<file path="src/rtl/fdi_pkg.sv">
package fdi_pkg;

  // Weight rule: k = (3A + 5F + 7P) mod 17, base weights split unity (Q2.(w-2)),
  // gain P+1 with sign flipped on odd probes, clamped to the signed coefficient range.
  function automatic int fdi_coef_val(input int probe, input int angle, input int focus,
                                      input int tap, input int coef_w);
    int k;
    int one;
    int base;
    int gain;
    int v;
    int vmax;
    int vmin;
    k    = (3 * angle + 5 * focus + 7 * probe) % 17;
    one  = 1 << (coef_w - 2);
    base = (tap == 0) ? (one - k * (one / 16)) : (k * (one / 16));
    gain = ((probe % 2) == 1) ? -(probe + 1) : (probe + 1);
    v    = gain * base;
    vmax = (1 << (coef_w - 1)) - 1;
    vmin = -(1 << (coef_w - 1));
    if (v > vmax) v = vmax;
    if (v < vmin) v = vmin;
    return v;
  endfunction

endpackage

</file>
<file path="src/rtl/fdi_coef_rom.sv">
module fdi_coef_rom #(
  parameter int PROBE_W = 2,
  parameter int ANGLE_W = 4,
  parameter int FOCUS_W = 2,
  parameter int COEF_W  = 16,
  parameter int TAP     = 0
) (
  input  logic                                  clk,
  input  logic [PROBE_W+ANGLE_W+FOCUS_W-1:0]    addr,
  output logic signed [COEF_W-1:0]              q
);
  import fdi_pkg::*;

  localparam int ADDR_W = PROBE_W + ANGLE_W + FOCUS_W;
  localparam int DEPTH  = 1 << ADDR_W;

  logic signed [COEF_W-1:0] rom [DEPTH];

  for (genvar i = 0; i < DEPTH; i++) begin : g_ent
    localparam int PI = i >> (ANGLE_W + FOCUS_W);
    localparam int AI = (i >> FOCUS_W) % (1 << ANGLE_W);
    localparam int FI = i % (1 << FOCUS_W);
    assign rom[i] = COEF_W'(fdi_coef_val(PI, AI, FI, TAP, COEF_W));
  end

  // synchronous read so the table maps onto a block memory
  always_ff @(posedge clk) begin
    q <= rom[addr];
  end
endmodule

</file>
<file path="src/rtl/fdi_tap_line.sv">
module fdi_tap_line #(
  parameter int DATA_W = 16
) (
  input  logic                     clk,
  input  logic                     rst,
  input  logic                     in_valid,
  input  logic signed [DATA_W-1:0] in_sample,
  output logic                     s_valid,
  output logic signed [DATA_W-1:0] s_cur,
  output logic signed [DATA_W-1:0] s_prev
);
  logic signed [DATA_W-1:0] hist;

  always_ff @(posedge clk) begin
    if (rst) begin
      hist    <= '0;
      s_valid <= 1'b0;
      s_cur   <= '0;
      s_prev  <= '0;
    end else begin
      s_valid <= in_valid;
      if (in_valid) begin
        s_cur  <= in_sample;
        s_prev <= hist;
        hist   <= in_sample;
      end
    end
  end
endmodule

</file>
<file path="src/rtl/fdi_tap_mac.sv">
module fdi_tap_mac #(
  parameter int DATA_W = 16,
  parameter int COEF_W = 16,
  parameter int OUT_W  = 32
) (
  input  logic                     clk,
  input  logic                     rst,
  input  logic                     s_valid,
  input  logic signed [DATA_W-1:0] x_cur,
  input  logic signed [DATA_W-1:0] x_prev,
  input  logic signed [COEF_W-1:0] h_cur,
  input  logic signed [COEF_W-1:0] h_prev,
  output logic                     out_valid,
  output logic signed [OUT_W-1:0]  out_sample
);
  localparam int PROD_W = DATA_W + COEF_W;
  localparam int SUM_W  = PROD_W + 1;

  logic signed [PROD_W-1:0] p_cur;
  logic signed [PROD_W-1:0] p_prev;
  logic signed [SUM_W-1:0]  sum;
  logic signed [OUT_W-1:0]  y;

  assign p_cur  = PROD_W'(x_cur)  * PROD_W'(h_cur);
  assign p_prev = PROD_W'(x_prev) * PROD_W'(h_prev);
  assign sum    = SUM_W'(p_cur) + SUM_W'(p_prev);

  if (SUM_W > OUT_W) begin : g_sat
    localparam int HB = SUM_W - OUT_W + 1;
    logic [HB-1:0] hi;
    assign hi = sum[SUM_W-1 -: HB];
    always_comb begin
      if ((&hi) || !(|hi)) y = sum[OUT_W-1:0];
      else if (sum[SUM_W-1]) y = {1'b1, {(OUT_W-1){1'b0}}};
      else y = {1'b0, {(OUT_W-1){1'b1}}};
    end
  end else begin : g_ext
    assign y = OUT_W'(sum);
  end

  always_ff @(posedge clk) begin
    if (rst) begin
      out_valid  <= 1'b0;
      out_sample <= '0;
    end else begin
      out_valid <= s_valid;
      if (s_valid) out_sample <= y;
    end
  end
endmodule

</file>
<file path="src/rtl/frac_delay_interp.sv">
module frac_delay_interp #(
  parameter int DATA_W  = 16,
  parameter int COEF_W  = 16,
  parameter int OUT_W   = 32,
  parameter int PROBE_W = 2,
  parameter int ANGLE_W = 4,
  parameter int FOCUS_W = 2
) (
  input  logic                     clk,
  input  logic                     rst,
  input  logic                     in_valid,
  input  logic signed [DATA_W-1:0] in_sample,
  input  logic [PROBE_W-1:0]       in_probe,
  input  logic [ANGLE_W-1:0]       in_angle,
  input  logic [FOCUS_W-1:0]       in_focus,
  output logic                     out_valid,
  output logic signed [OUT_W-1:0]  out_sample
);
  localparam int ADDR_W = PROBE_W + ANGLE_W + FOCUS_W;
  localparam int NTAP   = 2;

  logic [ADDR_W-1:0]        coef_addr;
  logic signed [COEF_W-1:0] h [NTAP];
  logic                     s_valid;
  logic signed [DATA_W-1:0] s_cur;
  logic signed [DATA_W-1:0] s_prev;

  assign coef_addr = {in_probe, in_angle, in_focus};

  // tap 0 weights the current sample, tap 1 the previous one
  for (genvar t = 0; t < NTAP; t++) begin : g_tap
    fdi_coef_rom #(
      .PROBE_W(PROBE_W), .ANGLE_W(ANGLE_W), .FOCUS_W(FOCUS_W),
      .COEF_W(COEF_W), .TAP(t)
    ) u_rom (
      .clk (clk),
      .addr(coef_addr),
      .q   (h[t])
    );
  end

  fdi_tap_line #(.DATA_W(DATA_W)) u_line (
    .clk      (clk),
    .rst      (rst),
    .in_valid (in_valid),
    .in_sample(in_sample),
    .s_valid  (s_valid),
    .s_cur    (s_cur),
    .s_prev   (s_prev)
  );

  fdi_tap_mac #(.DATA_W(DATA_W), .COEF_W(COEF_W), .OUT_W(OUT_W)) u_mac (
    .clk       (clk),
    .rst       (rst),
    .s_valid   (s_valid),
    .x_cur     (s_cur),
    .x_prev    (s_prev),
    .h_cur     (h[0]),
    .h_prev    (h[1]),
    .out_valid (out_valid),
    .out_sample(out_sample)
  );
endmodule

</file>
<file path="config.mk">
export PLATFORM = sky130hd
export DESIGN_NAME = frac_delay_interp
export DESIGN_NICKNAME = d
export VERILOG_FILES = /design/src/rtl/fdi_pkg.sv /design/src/rtl/fdi_coef_rom.sv /design/src/rtl/fdi_tap_line.sv /design/src/rtl/fdi_tap_mac.sv /design/src/rtl/frac_delay_interp.sv
export SDC_FILE = /design/constraint.sdc
export NUM_CORES = 1
export LEC_CHECK = 0
export ABC_CLOCK_PERIOD_IN_PS = 9600
export BUFFER_PORTS_ARGS = -buffer_cell sky130_fd_sc_hd__buf_2
export CAP_MARGIN = 20
export CELL_PAD_IN_SITES_DETAIL_PLACEMENT = 0
export CELL_PAD_IN_SITES_GLOBAL_PLACEMENT = 1
export CORE_UTILIZATION = 45
export DETAILED_ROUTE_END_ITERATION = 12
export GPL_ROUTABILITY_DRIVEN = 0
export PLACE_DENSITY_LB_ADDON = 0.1
export SETUP_SLACK_MARGIN = 0.3
export SYNTH_ARGS = -nofsm -noshare
export SYNTH_HDL_FRONTEND = slang
export SYNTH_SLANG_ARGS = --single-unit
</file>
<file path="constraint.sdc">
create_clock -name clk -period 9.6 [get_ports clk]
set_input_delay 1.92 -clock clk [delete_from_list [all_inputs] [get_ports clk]]
set_output_delay 1.92 -clock clk [all_outputs]
set_load 0.1 [all_outputs]
</file>
======== Yosys cells after proc, flatten, opt, wreduce, memory -nomap -nowiden ========
Memories as Yosys holds them, arrays and structs flattened. A register that Yosys moved wholly into a read port is not among the register bits.
Cells that the tools add are included.
word-level totals
  memories kept ........................... 2
  register bits after elaboration ......... 66
  memory bits (read-only) ................. 8192
  input port bits ......................... 27
  logic and storage cells ................. 17
  output and inout port bits .............. 33
memories
  name             depth  bits a word  read ports  clocked after Yosys merged registers in  write ports  RTL line            source
  (no name shown)  256    16           1           1                                        0            fdi_coef_rom.sv:28  q <= rom[addr];
  (no name shown)  256    16           1           1                                        0            fdi_coef_rom.sv:28
cells by class
  $add $sub $neg .......................... 1
  $mul .................................... 2
  mux-type cells .......................... 2
  bitwise gates (word level) .............. 1
  reductions and logical operators ........ 4
operators by type and width
  operator                      count
  multiplier 16 x 16 -> 32 bit  2
  two-way mux 32 bit            2
  adder 32 x 32 -> 33 bit       1
  inverter 8 -> 9 bit           1
  AND reduction 2 bit           1
  OR reduction 2 bit            1
  logical NOT 1 bit             1
  logical OR 1 bit              1

======== Depth between registers and ports, before layout ========
Gate-level depths: netlist of the first run.
  word-level depth ........................ 6
  gate-level depth with buffers ........... 31
  depth with buffers taken out ............ 28

======== By module ========
Synthesis of the first run repeated with hierarchy kept, for this count alone.
unflattened totals
  cell total of the unflattened synthesis .. 3059
  area, all modules ....................... 27741.6 µm²
by module, submodules not included
  module                         sequential area each (µm²)  cells an instance  area each (µm²)  times used
  fdi_tap_mac                    660.6                       2295               21848.5          1
  fdi_coef_rom (g_tap[0].u_rom)  140.1                       337                2398.6           1
  fdi_coef_rom (g_tap[1].u_rom)  140.1                       321                2292.2           1
  fdi_tap_line                   660.6                       106                1202.4           1

======== Least setup slack after synthesis of the first run ========
Ideal clock, no wire load.
  path type ............................... register to register
  start ................................... reg u_line.s_prev[15]
  end ..................................... reg u_mac.out_sample[26]
  data required time ...................... 9.453 ns
  cell stages (with the launch flop) ...... 27
  period minus slack after synthesis ...... 8.328 ns
  arrival ................................. 8.181 ns
  setup slack ............................. 1.272 ns
  path buffers ............................ 2
  library setup time ...................... 0.147 ns
  cells stage by stage .................... dfxtp_1 > clkbuf_1 > nand2_1 > inv_2 > fa_1 > inv_1 > fa_1 > inv_1 > fa_1 > fa_1 > fa_1 > fa_1 > fa_1 > inv_1 > fa_1 > inv_1 > ha_1 > buf_6 > a211oi_2 > o211ai_2 > a21oi_2 > a21oi_2 > o21ai_0 > mux2_2 > a2111oi_0 > maj3_2 > a211oi_2
on the way
  cells in the longest elaborated chain, start to end .. 6
  elaborated cells between the ends (all ways) .. 8
  those cells by class .................... add/sub (1); mul (1); mux (2); reduce/logical (4)
ends and longest elaborated chain
  what                            RTL line            source
  start, declared                 fdi_tap_line.sv:10  output logic signed [DATA_W-1:0] s_prev
  start signal, assigned          fdi_tap_line.sv:24  s_prev <= hist;
  multiplier 16 x 16 -> 32 bit *  fdi_tap_mac.sv:25   assign p_prev = PROD_W'(x_prev) * PROD_W'(h_prev);
  adder 32 x 32 -> 33 bit *       fdi_tap_mac.sv:26   assign sum = SUM_W'(p_cur) + SUM_W'(p_prev);
  OR reduction 2 bit              fdi_tap_mac.sv:33   if ((&hi) || !(|hi)) y = sum[OUT_W-1:0];
  logical NOT 1 bit               fdi_tap_mac.sv:33
  logical OR 1 bit                fdi_tap_mac.sv:33
  two-way mux 32 bit *            fdi_tap_mac.sv:33
  end signal, assigned            fdi_tap_mac.sv:47   if (s_valid) out_sample <= y;
  end, declared                   fdi_tap_mac.sv:14   output logic signed [OUT_W-1:0] out_sample
Mark *: on every way between the ends. The rest lies on a longest branch, timed or not.
A chain may end at the register's enable or synchronous reset.

======== Worst setup path in the final report of the first run ========
  start ................................... reg g_tap[0].u_rom.q[9]
  end ..................................... reg u_mac.out_sample[9]
on the way
  cells in the longest elaborated chain, start to end .. 6
  elaborated cells between the ends (all ways) .. 8
  those cells by class .................... add/sub (1); mul (1); mux (2); reduce/logical (4)
ends and longest elaborated chain
  what                            RTL line            source
  start, declared                 fdi_coef_rom.sv:10  output logic signed [COEF_W-1:0] q
  multiplier 16 x 16 -> 32 bit *  fdi_tap_mac.sv:24   assign p_cur = PROD_W'(x_cur) * PROD_W'(h_cur);
  adder 32 x 32 -> 33 bit *       fdi_tap_mac.sv:26
  OR reduction 2 bit              fdi_tap_mac.sv:33
  logical NOT 1 bit               fdi_tap_mac.sv:33
  logical OR 1 bit                fdi_tap_mac.sv:33
  two-way mux 32 bit *            fdi_tap_mac.sv:33
Marked as above.

==> results.ini, run 1 <==
[drt]
routed_via_density = 5.164
drt-pass1-iter-count = 5
vias = 16030
wl_per_cell_um = 19.37
ant_nets = 0
drtIter0Drc = 986
drc = 0
drt-total-wl_um = 60110

[critical_path]
arrival_ns = 9.05
rr_startpoint = g_tap[0].u_rom.q[9]$_SDFF_PP0_
reg2reg_depth = 23
cp-start-kind = flop
cp.required_ns = 9.83
worstSetupPathType = reg -> reg
cp-end-kind = flop
cp_max_fo = 31
r2r_slack_ns = 0.78
timing.rr.end = u_mac.out_sample[9]$_SDFFE_PP0P_

[floorplanning]
die_y_um = 225.3
rows = 81
ioPinCount = 60
fp.dieW_um = 225.3
initial_core_util_pct = 45.74
die_area_um2 = 50760
core-area_um2 = 49050

[power]
irDropWorstVdd_uv = 447.2
leakagePower_nw = 11.96
power.density_nw_per_um2 = 226.8
p_total_mw = 5.346

[cts]
clkTransAtPathRegs_ns = 0.06
cts_tree = done
clk_path_buf_depth = 2
cts_resized = 0
cts.sinks = 80
post_cts_buffers = 0
holdBufCountCts = 0
worstSkewPairLatency_ns = 0.39
cts_inserted_buffers = 9
root_buffer = clkbuf_16
h-tree-depth = 3

[sta]
fin_hold_ws_ns = 0.4440
maxSlewViolCount = 0
min_period_over_period_pct = 91.90
fin_skew_ns = 0.01526
fin_tns_setup_ns = 0
hold_viol_final = 0
period_needed_ns = 8.822
max_freq_mhz = 113.4
tightest_slew_ns = 1.138
rsz0062_at_grt = no
setup_viol = 0
relSlewSlack_pct = 24.14

[hold_path]
hold_path_depth = 2
whs_endpoint = u_mac.out_sample[3]$_SDFFE_PP0P_
hp-class = reg -> reg
min_from = u_mac.out_sample[3]$_SDFFE_PP0P_

[logic_synthesis]
synthCells = 2458
ys.flop_type = dfxtp_1
synth_seq_area_share_pct = 7.138
syn_avg_cell_area_um2 = 9.128
synth_cell_type_count = 73
synthTopCellsByArea = fa_1, ha_1, inv_1, dfxtp_1, nand2_1
synth-edff-count = 0
syn_nets = 3150
yosysTopAreaCell = fa_1
synth_seq_cells = 80
synth-async-reset-ratio_pct = 0
yosys_warnings = 0
yosysTopAreaCellShare_pct = 43.09
syn_area_um2 = 22440

[global_routing]
grt_overflow_total = 0
antenna_found_initial = 1
grt_pass1_vias = 16920
grt_pass1_wl_um = 96020
grtUsageTotal_pct = 25.00
grt_max_degree = 91

[finish]
antennaDiodeCount = 0
fillers = 4844
drive_above_1_share_pct = 7.336
syn2layout_area_growth_pct = 5.035
final_nets = 3127

[run]
cap_violations = 0

[outcome]
outcome = completed

[place]
portBuffers = 59
hpwl_um = 50230

[critical path, stage by stage, from the launching register on]
cell and delay (ns):
dfxtp_1 0.91, and2_1 0.59, fa_1 0.55, fa_1 0.56
inv_1 0.07, fa_1 0.53, inv_1 0.05, fa_1 0.51
fa_1 0.57, fa_1 0.43, fa_1 0.55, inv_1 0.07
fa_1 0.47, inv_1 0.04, ha_1 0.45, and4_1 0.35
nand4_1 0.12, o21ai_1 0.40, o211ai_1 0.21, and4_1 0.27
a211oi_4 0.19, buf_4 0.39, maj3_2 0.28, a211oi_2 0.06
[flip-flops by register name (all words and copies together) (netlist names)]
name              flops
g_tap.u_rom.q        14
u_line.s_valid        1
u_mac.out_sample     32
u_line.s_cur         16
u_mac.out_valid       1
u_line.s_prev        16
[worst max path at each step]
stage,endpoint,slack (ns),start
CTS,u_mac.out_sample[9]$_SDFFE_PP0P_,0.71,g_tap[0].u_rom.q[9]$_SDFF_PP0_
global route,u_mac.out_sample[0]$_SDFFE_PP0P_,0.37,g_tap[0].u_rom.q[9]$_SDFF_PP0_
floorplan,u_mac.out_sample[26]$_SDFFE_PP0P_,1.27,u_line.s_prev[15]$_SDFFE_PP0P_
finish,u_mac.out_sample[9]$_SDFFE_PP0P_,0.78,g_tap[0].u_rom.q[9]$_SDFF_PP0_
global placement,u_mac.out_sample[9]$_SDFFE_PP0P_,0.82,g_tap[0].u_rom.q[9]$_SDFF_PP0_
detailed placement,u_mac.out_sample[9]$_SDFFE_PP0P_,0.76,g_tap[0].u_rom.q[9]$_SDFF_PP0_
[cells by family after synthesis]
logic type | after synthesis | synth area share (%)
buffers and inverters | 712 | 12.12
adders and majority gates | 696 | 54.78
and+or+nand+nor | 543 | 11.35
AOI/OAI and AO/OA | 328 | 9.954
DFF | 80 | 7.138
muxes | 52 | 2.727
xor gates and xnor gates | 47 | 1.935
[cells in the mapped netlist (4+ instances only)]
master	number
a211oi_1	24
nand2b_1	26
a21o_1	15
and2_1	104
o211ai_1	17
a211o_1	4
nor3b_1	5
nor2b_1	15
inv_1	593
xor2_1	12
nand2_1	186
a21boi_0	4
clkbuf_1	95
o221ai_1	4
mux2i_1	42
o311ai_0	4
nor2_1	148
or3_1	6
buf_1	10
o21ai_1	5
nand3_1	12
mux4_2	7
o21a_1	4
a211oi_2	26
maj3_1	4
buf_2	5
a21oi_1	79
maj3_2	27
a311oi_1	8
buf_6	5
o21bai_1	4
a31oi_1	14
nor3_1	17
o31ai_1	4
xnor2_1	32
ha_1	182
dfxtp_1	80
fa_1	483
o21ai_0	81
and3_1	9
or2b_1	4
[cell type report]
cell class / instances / area (um2) / area share, %
clock inverters: 7 / 53.80 / 0.2283
clock buffers: 9 / 225.2 / 0.9556
well taps: 664 / 830.8 / 3.525
inverters: 595 / 2233 / 9.477
repair buffers: 83 / 483.0 / 2.049
multi-input cells: 1666 / 18140 / 76.96
flip-flops and latches: 80 / 1603 / 6.801
[metrics by stage]
step                util [%]  cells  setup WS, ns  instance area [um2]
floorplan                  -   2458         1.272                22440
finish                 48.05   3104        0.7780                23570
CTS                    48.02   3103        0.7101                23550
global route           48.05   3104        0.3708                23570
detailed placement     47.45   3087        0.7570                23270
global placement       47.45   3087        0.8176                23270
[where the power goes]
| group | leakage, nW | internal, mW | total [mW] | switching (mW) |
|---|---|---|---|---|
| registers | 0.660 | 0.397 | 0.472 | 0.0754 |
| clock network | 0.129 | 0.177 | 0.345 | 0.168 |
| logic | 11.2 | 1.82 | 4.53 | 2.71 |
| total | 12.0 | 2.40 | 5.35 | 2.95 |
[layout by cell type, fill, tap and decap left out, types with 12 or more instances in the layout]
| cell | n |
|---|---|
| inv_1 | 593 |
| fa_1 | 483 |
| nand2_1 | 185 |
| ha_1 | 182 |
| nor2_1 | 148 |
| and2_1 | 104 |
| o21ai_0 | 81 |
| a21oi_1 | 79 |
| dfxtp_1 | 79 |
| buf_2 | 59 |
| mux2i_1 | 42 |
| xnor2_1 | 32 |
| maj3_2 | 27 |
| nand2b_1 | 26 |
| a211oi_2 | 25 |
| a211oi_1 | 24 |
| buf_4 | 23 |
| nor3_1 | 17 |
| o211ai_1 | 17 |
| nor2b_1 | 15 |
| a21o_1 | 15 |
| a31oi_1 | 14 |
| nand3_1 | 12 |
| xor2_1 | 12 |
[routing by layer]
metal  vias to the layer above  part of all wire [%]  routed length, um  track usage [%]
met1                      8120                    44              26730            33.78
met2                       373                    49              29540            42.37
met4                         0                   1.8               1057            5.662
met5                         -                     0                  0                0
met3                        50                   4.6               2783            3.638
li1                       7487                     -                  -                -
(Power assumes the default switching activity.)
==> inputs of run 2 (changes only) <==
- BUFFER_PORTS_ARGS: -buffer_cell sky130_fd_sc_hd__buf_2 -> not set
- CORE_MARGIN: not set -> 1
- DONT_BUFFER_PORTS: not set -> 1
==> results.ini, run 2 (synthesis gave the netlist of run 1 again) <==
[finish]
top_register = u_mac.out_sample
largest_reg_flops = 32
mostFrequentLayoutCell = inv_1
utilization_pct = 47.45
final_nets = 3065
multiInputGateArea_um2 = 18140
final_cell_mix = inv_1, fa_1, nand2_1, ha_1, nor2_1
syn2layout_area_growth_pct = 3.742
stdcell_count = 3042
antennaDiodeCount = 0
regArea_um2 = 1603
fillers = 4838
drive_above_1_share_pct = 4.920
reg_top3 = u_mac.out_sample (32), u_line.s_cur (16), u_line.s_prev (16)

[hold_path]
hp-class = reg -> reg
whs_endpoint = u_line.s_prev[0]$_SDFFE_PP0P_
min_from = u_line.s_prev[0]$_SDFFE_PP0P_
hold_path_depth = 2

[power]
swShare_pct = 54.69
power.density_nw_per_um2 = 226.5
p_clk_share_pct = 7.1
pwr-share-seq_pct = 16.0
irDropWorstVdd_uv = 423.5
p_int_mw = 2.389
pwr-share-comb_pct = 76.9
power.switching_mw = 2.884
leakagePower_nw = 11.69

[sta]
tightest_slew_ns = 1.040
maxSlewViolCount = 0
setup_ws_ns = 0.7981
fin_tns_setup_ns = 0
relSlewSlack_pct = 30.60
max_freq_mhz = 113.6
min_period_over_period_pct = 91.69
rsz0062_at_grt = no
setup_viol = 0
fin_skew_ns = 0.01607
period_needed_ns = 8.802
hold_viol_final = 0

[drt]
drc = 0
drtIter0Drc = 978
wl_per_cell_um = 19.98
ant_nets = 0
drt-total-wl_um = 60780
drt-pass1-iter-count = 5
vias = 15850
routed_via_density = 5.209

[place]
portBuffers = 0
hpwl_um = 50790
preCtsSetupSlack_ns = 0.7153
place_inst = 3025

[cts]
h-tree-depth = 3
clkTransAtPathRegs_ns = 0.06
cts_inserted_buffers = 9
clk_path_buf_depth = 2
root_buffer = clkbuf_16
cts_tree = done
holdBufCountCts = 0
cts_resized = 0
cts.sinks = 80
worstSkewPairLatency_ns = 0.39
post_cts_buffers = 0

[global_routing]
antenna_found_initial = 1
grt_overflow_total = 0
grt_pass1_wl_um = 96430
grtUsageTotal_pct = 25.28
grt_max_degree = 96
grt_pass1_vias = 16640

[floorplanning]
ioPinCount = 60
rows = 81
die_area_um2 = 50760
core-area_um2 = 49050
initial_core_util_pct = 45.74
fp.dieW_um = 225.3
die_y_um = 225.3

[critical_path]
cp_max_fo = 31
cp.required_ns = 9.82
arrival_ns = 9.03
crit_top_cell = fa_1
crit_path_top_delay_cell = dfxtp_1
r2r_slack_ns = 0.80
timing.rr.end = u_mac.out_sample[13]$_SDFFE_PP0P_
reg2reg_depth = 23
worstSetupPathType = reg -> reg
cp-end-kind = flop
rr_startpoint = g_tap[0].u_rom.q[9]$_SDFF_PP0_
slowest_delay_ns = 0.90
cp_cell_sequence = and2_1 > fa_1 > fa_1 > inv_1 > fa_1 > inv_1 > fa_1 > fa_1 > fa_1 > fa_1 > inv_1 > fa_1 > inv_1 > ha_1 > and4_1 > nand4_1 > o21ai_1 > o211ai_1 > and4_1 > a211oi_4 > buf_4 > maj3_2 > a211oi_2
cp-start-kind = flop

[run]
cap_violations = 0

[outcome]
outcome = completed

run 2: changes by cell type in the layout (fill, tap and decap cells not counted), sizes merged:
cell / before / now
buf: 83 / 21
bufinv: 0 / 1
clkbuf: 9 / 10
clkinv: 2 / 3
clkinvlp: 3 / 2
inv: 597 / 595
run 2: worst max-delay path by stage:
| stage | to | slack (ns) | start | cells past startpoint |
|---|---|---|---|---|
| global placement | u_mac.out_sample[8]$_SDFFE_PP0P_ | 0.85 | g_tap[0].u_rom.q[9]$_SDFF_PP0_ | 23 |
| detailed placement | u_mac.out_sample[7]$_SDFFE_PP0P_ | 0.72 | g_tap[0].u_rom.q[9]$_SDFF_PP0_ | 23 |
| global route | u_mac.out_sample[14]$_SDFFE_PP0P_ | 0.41 | g_tap[0].u_rom.q[9]$_SDFF_PP0_ | 23 |
| CTS | u_mac.out_sample[13]$_SDFFE_PP0P_ | 0.67 | g_tap[0].u_rom.q[9]$_SDFF_PP0_ | 23 |
| finish | u_mac.out_sample[13]$_SDFFE_PP0P_ | 0.80 | g_tap[0].u_rom.q[9]$_SDFF_PP0_ | 23 |
| floorplan | u_mac.out_sample[26]$_SDFFE_PP0P_ | 1.27 | u_line.s_prev[15]$_SDFFE_PP0P_ | 26 |
run 2: power groups by stage:
stage	Sequential (mW)	Combinational [mW]	Clock (mW)
after detailed placement	0.850	4.04	0
after CTS	0.845	4.08	0.389
after global routing	0.851	4.57	0.401
after global placement	0.850	4.00	0
final	0.841	4.06	0.375
after floorplan	0.794	3.26	0
run 2: critical path, delay by kind of cell (launching register included):
family / cells / cell delay (ns)
fa+ha+maj: 10 / 4.87
buf+inv: 5 / 0.60
flops: 1 / 0.90
simple gates: 4 / 1.32
compound gates: 4 / 0.88
run 2: final cells by class:
class	count	area share [%]
timing repair buffer	21	0.7095
clock inverter	6	0.2903
inverter	595	9.595
tap	664	3.569
sequential	80	6.886
multi-input combinational	1666	77.92
clock buffer	10	1.027
run 2: through the flow:
step	power (mW)	hold slack (ns)	instance area [um2]
5_1_grt	5.826	0.6594	23280
4_1_cts	5.310	0.6210	23260
3_3_place_gp	4.850	0.6066	22960
6_report	5.272	0.6191	23280
2_1_floorplan	4.058	0.5088	22440
3_5_place_dp	4.892	0.6137	22960
run 2: layer usage:
metal	up-vias	part of all wire [%]	GRT usage [%]	wire (um)
li1	7358	-	-	-
met2	386	49	42.26	29910
met5	-	0	0	0
met1	8038	44	34.19	26530
met3	64	5.0	4.224	3069
met4	0	2.1	6.013	1264
==> inputs of run 3 (changes only) <==
- CORE_ASPECT_RATIO: not set -> 2
- SKIP_CTS_REPAIR_TIMING: not set -> 1
==> results.ini, run 3 (synthesis gave the netlist of run 1 again) <==
[critical_path]
cp-end-kind = flop
endpoint = u_mac.out_sample[5]$_SDFFE_PP0P_
timing.rr.end = u_mac.out_sample[5]$_SDFFE_PP0P_
reg2reg_depth = 26
cp_max_fo = 33
slowest_delay_ns = 0.68
cp_top_family = adder cells
worstSetupPathType = reg -> reg
arrival_ns = 8.82
cp.required_ns = 9.89
crit_cells = 26
cp_num_buf_inv = 7
worstSetupStartpoint = g_tap[1].u_rom.q[9]$_SDFF_PP0_
crit_path_top_delay_cell = fa_1
cp-start-kind = flop
r2r_slack_ns = 1.07
crit_top_cell = fa_1
rr_startpoint = g_tap[1].u_rom.q[9]$_SDFF_PP0_

[global_routing]
antenna_found_initial = 0
grt_overflow_total = 0
grtUsageTotal_pct = 29.54
grt_pass1_wl_um = 109500
grt_max_degree = 96
grt_pass1_vias = 18620

[cts]
clkTransAtPathRegs_ns = 0.07
worstSkewPairLatency_ns = 0.39
clk_path_buf_depth = 2
root_buffer = clkbuf_16
cts.sinks = 80
cts_tree = done
h-tree-depth = 3
cts_inserted_buffers = 9

[run]
cap_violations = 0

[drt]
vias = 16510
ant_nets = 0
wl_per_cell_um = 23.85
routed_via_density = 5.463
drt-total-wl_um = 72090
drt-pass1-iter-count = 5
drc = 0
drtIter0Drc = 749

[sta]
fin_tns_setup_ns = 0
relSlewSlack_pct = 29.99
setup_ws_ns = 1.066
hold_viol_final = 0
fin_hold_ws_ns = 0.6949
setup_viol = 0
min_period_over_period_pct = 88.90
max_freq_mhz = 117.2
tightest_slew_ns = 1.049
fin_skew_ns = 0.03555
rsz0062_at_grt = no
maxSlewViolCount = 0
period_needed_ns = 8.534

[place]
portBuffers = 0
preCtsSetupSlack_ns = 1.065
hpwl_um = 61790
postPlaceCellArea_um2 = 22940

[floorplanning]
die_area_um2 = 50810
initial_core_util_pct = 45.60
rows = 115
ioPinCount = 60
core-area_um2 = 49210
fp.dieW_um = 159.9
die_y_um = 317.8

[power]
irDropWorstVdd_uv = 427.6
leakagePower_nw = 11.70
power.density_nw_per_um2 = 228.4

[finish]
drive_above_1_share_pct = 4.878
fillers = 4917
largest_reg_flops = 32
final_cell_mix = inv_1, fa_1, nand2_1, ha_1, nor2_1
reg_top3 = u_mac.out_sample (32), u_line.s_cur (16), u_line.s_prev (16)
mostFrequentLayoutCell = inv_1
fin_area_um2 = 23250
utilization_pct = 47.25
top_register = u_mac.out_sample
final_nets = 3065
syn2layout_area_growth_pct = 3.619

[outcome]
outcome = completed

[hold_path]
min_from = u_line.s_prev[13]$_SDFFE_PP0P_
hp-class = reg -> reg

==> run 3: cell count changes in the layout (fill, tap and decap cells not counted) <==
cell        delta
clkinv_4       +2
clkinvlp_4     -2
diode_2        +2
buf_4          +1
buf_8          -1
clkbuf_1       +1
clkinv_2       -1
==> run 3: worst reg2reg max path: stages, from the launching register on <==
cell and delay [ns]:
dfxtp_1 0.48, and2_1 0.38, fa_1 0.68, inv_1 0.16
fa_1 0.59, inv_1 0.08, fa_1 0.50, inv_1 0.05
fa_1 0.54, inv_1 0.06, fa_1 0.48, inv_1 0.05
fa_1 0.46, fa_1 0.51, inv_1 0.05, fa_1 0.45
ha_1 0.49, o211ai_1 0.16, o22ai_1 0.34, o2111ai_2 0.26
a21oi_2 0.25, o31a_1 0.27, o21ai_2 0.13, xnor2_4 0.14
buf_4 0.28, maj3_1 0.39, a211oi_1 0.23
==> run 3: power by group <==
group	internal (mW)	leakage (nW)	switching, mW	total, mW
Clock	0.212	0.150	0.183	0.395
Sequential	0.396	0.660	0.457	0.853
Combinational	1.77	10.9	2.29	4.06
==> run 3: how the worst min path moves through the flow <==
stage / endpoint / slack [ns] / depth (start not counted)
finish: u_line.s_prev[13]$_SDFFE_PP0P_ / 0.69 / 2
global route: u_line.s_cur[5]$_SDFFE_PP0P_ / 0.72 / 2
CTS: u_line.s_prev[13]$_SDFFE_PP0P_ / 0.69 / 2
detailed placement: u_line.s_prev[13]$_SDFFE_PP0P_ / 0.68 / 2
global placement: u_line.s_prev[0]$_SDFFE_PP0P_ / 0.66 / 2
floorplan: u_mac.out_valid$_SDFF_PP0_ / 0.51 / 2
==> run 3: stage by stage <==
stage	power (mW)	instances
3_3_place_gp	4.833	3005
3_5_place_dp	4.921	3005
4_1_cts	5.342	3021
2_1_floorplan	4.058	2458
6_report	5.310	3023
5_1_grt	5.785	3021
==> run 3: area by class of cell <==
class / instances / area [um2] / area share, %
well taps: 643 / 804.5 / 3.460
clock buffers: 11 / 242.7 / 1.044
diodes: 2 / 5.005 / 0.02153
multi-input cells: 1666 / 18140 / 78.02
repair buffers: 21 / 157.7 / 0.6781
flip-flops and latches: 80 / 1603 / 6.894
clock inverters: 5 / 65.06 / 0.2798
inverters: 595 / 2233 / 9.606
==> run 3: layer usage <==
layer	GRT usage (%)	vias to the layer above	share of wire, %
li1	-	7348	-
met1	26.29	8435	30
met2	59.17	493	58
met3	2.543	238	2.5
met4	23.30	0	9.1
met5	0	-	0
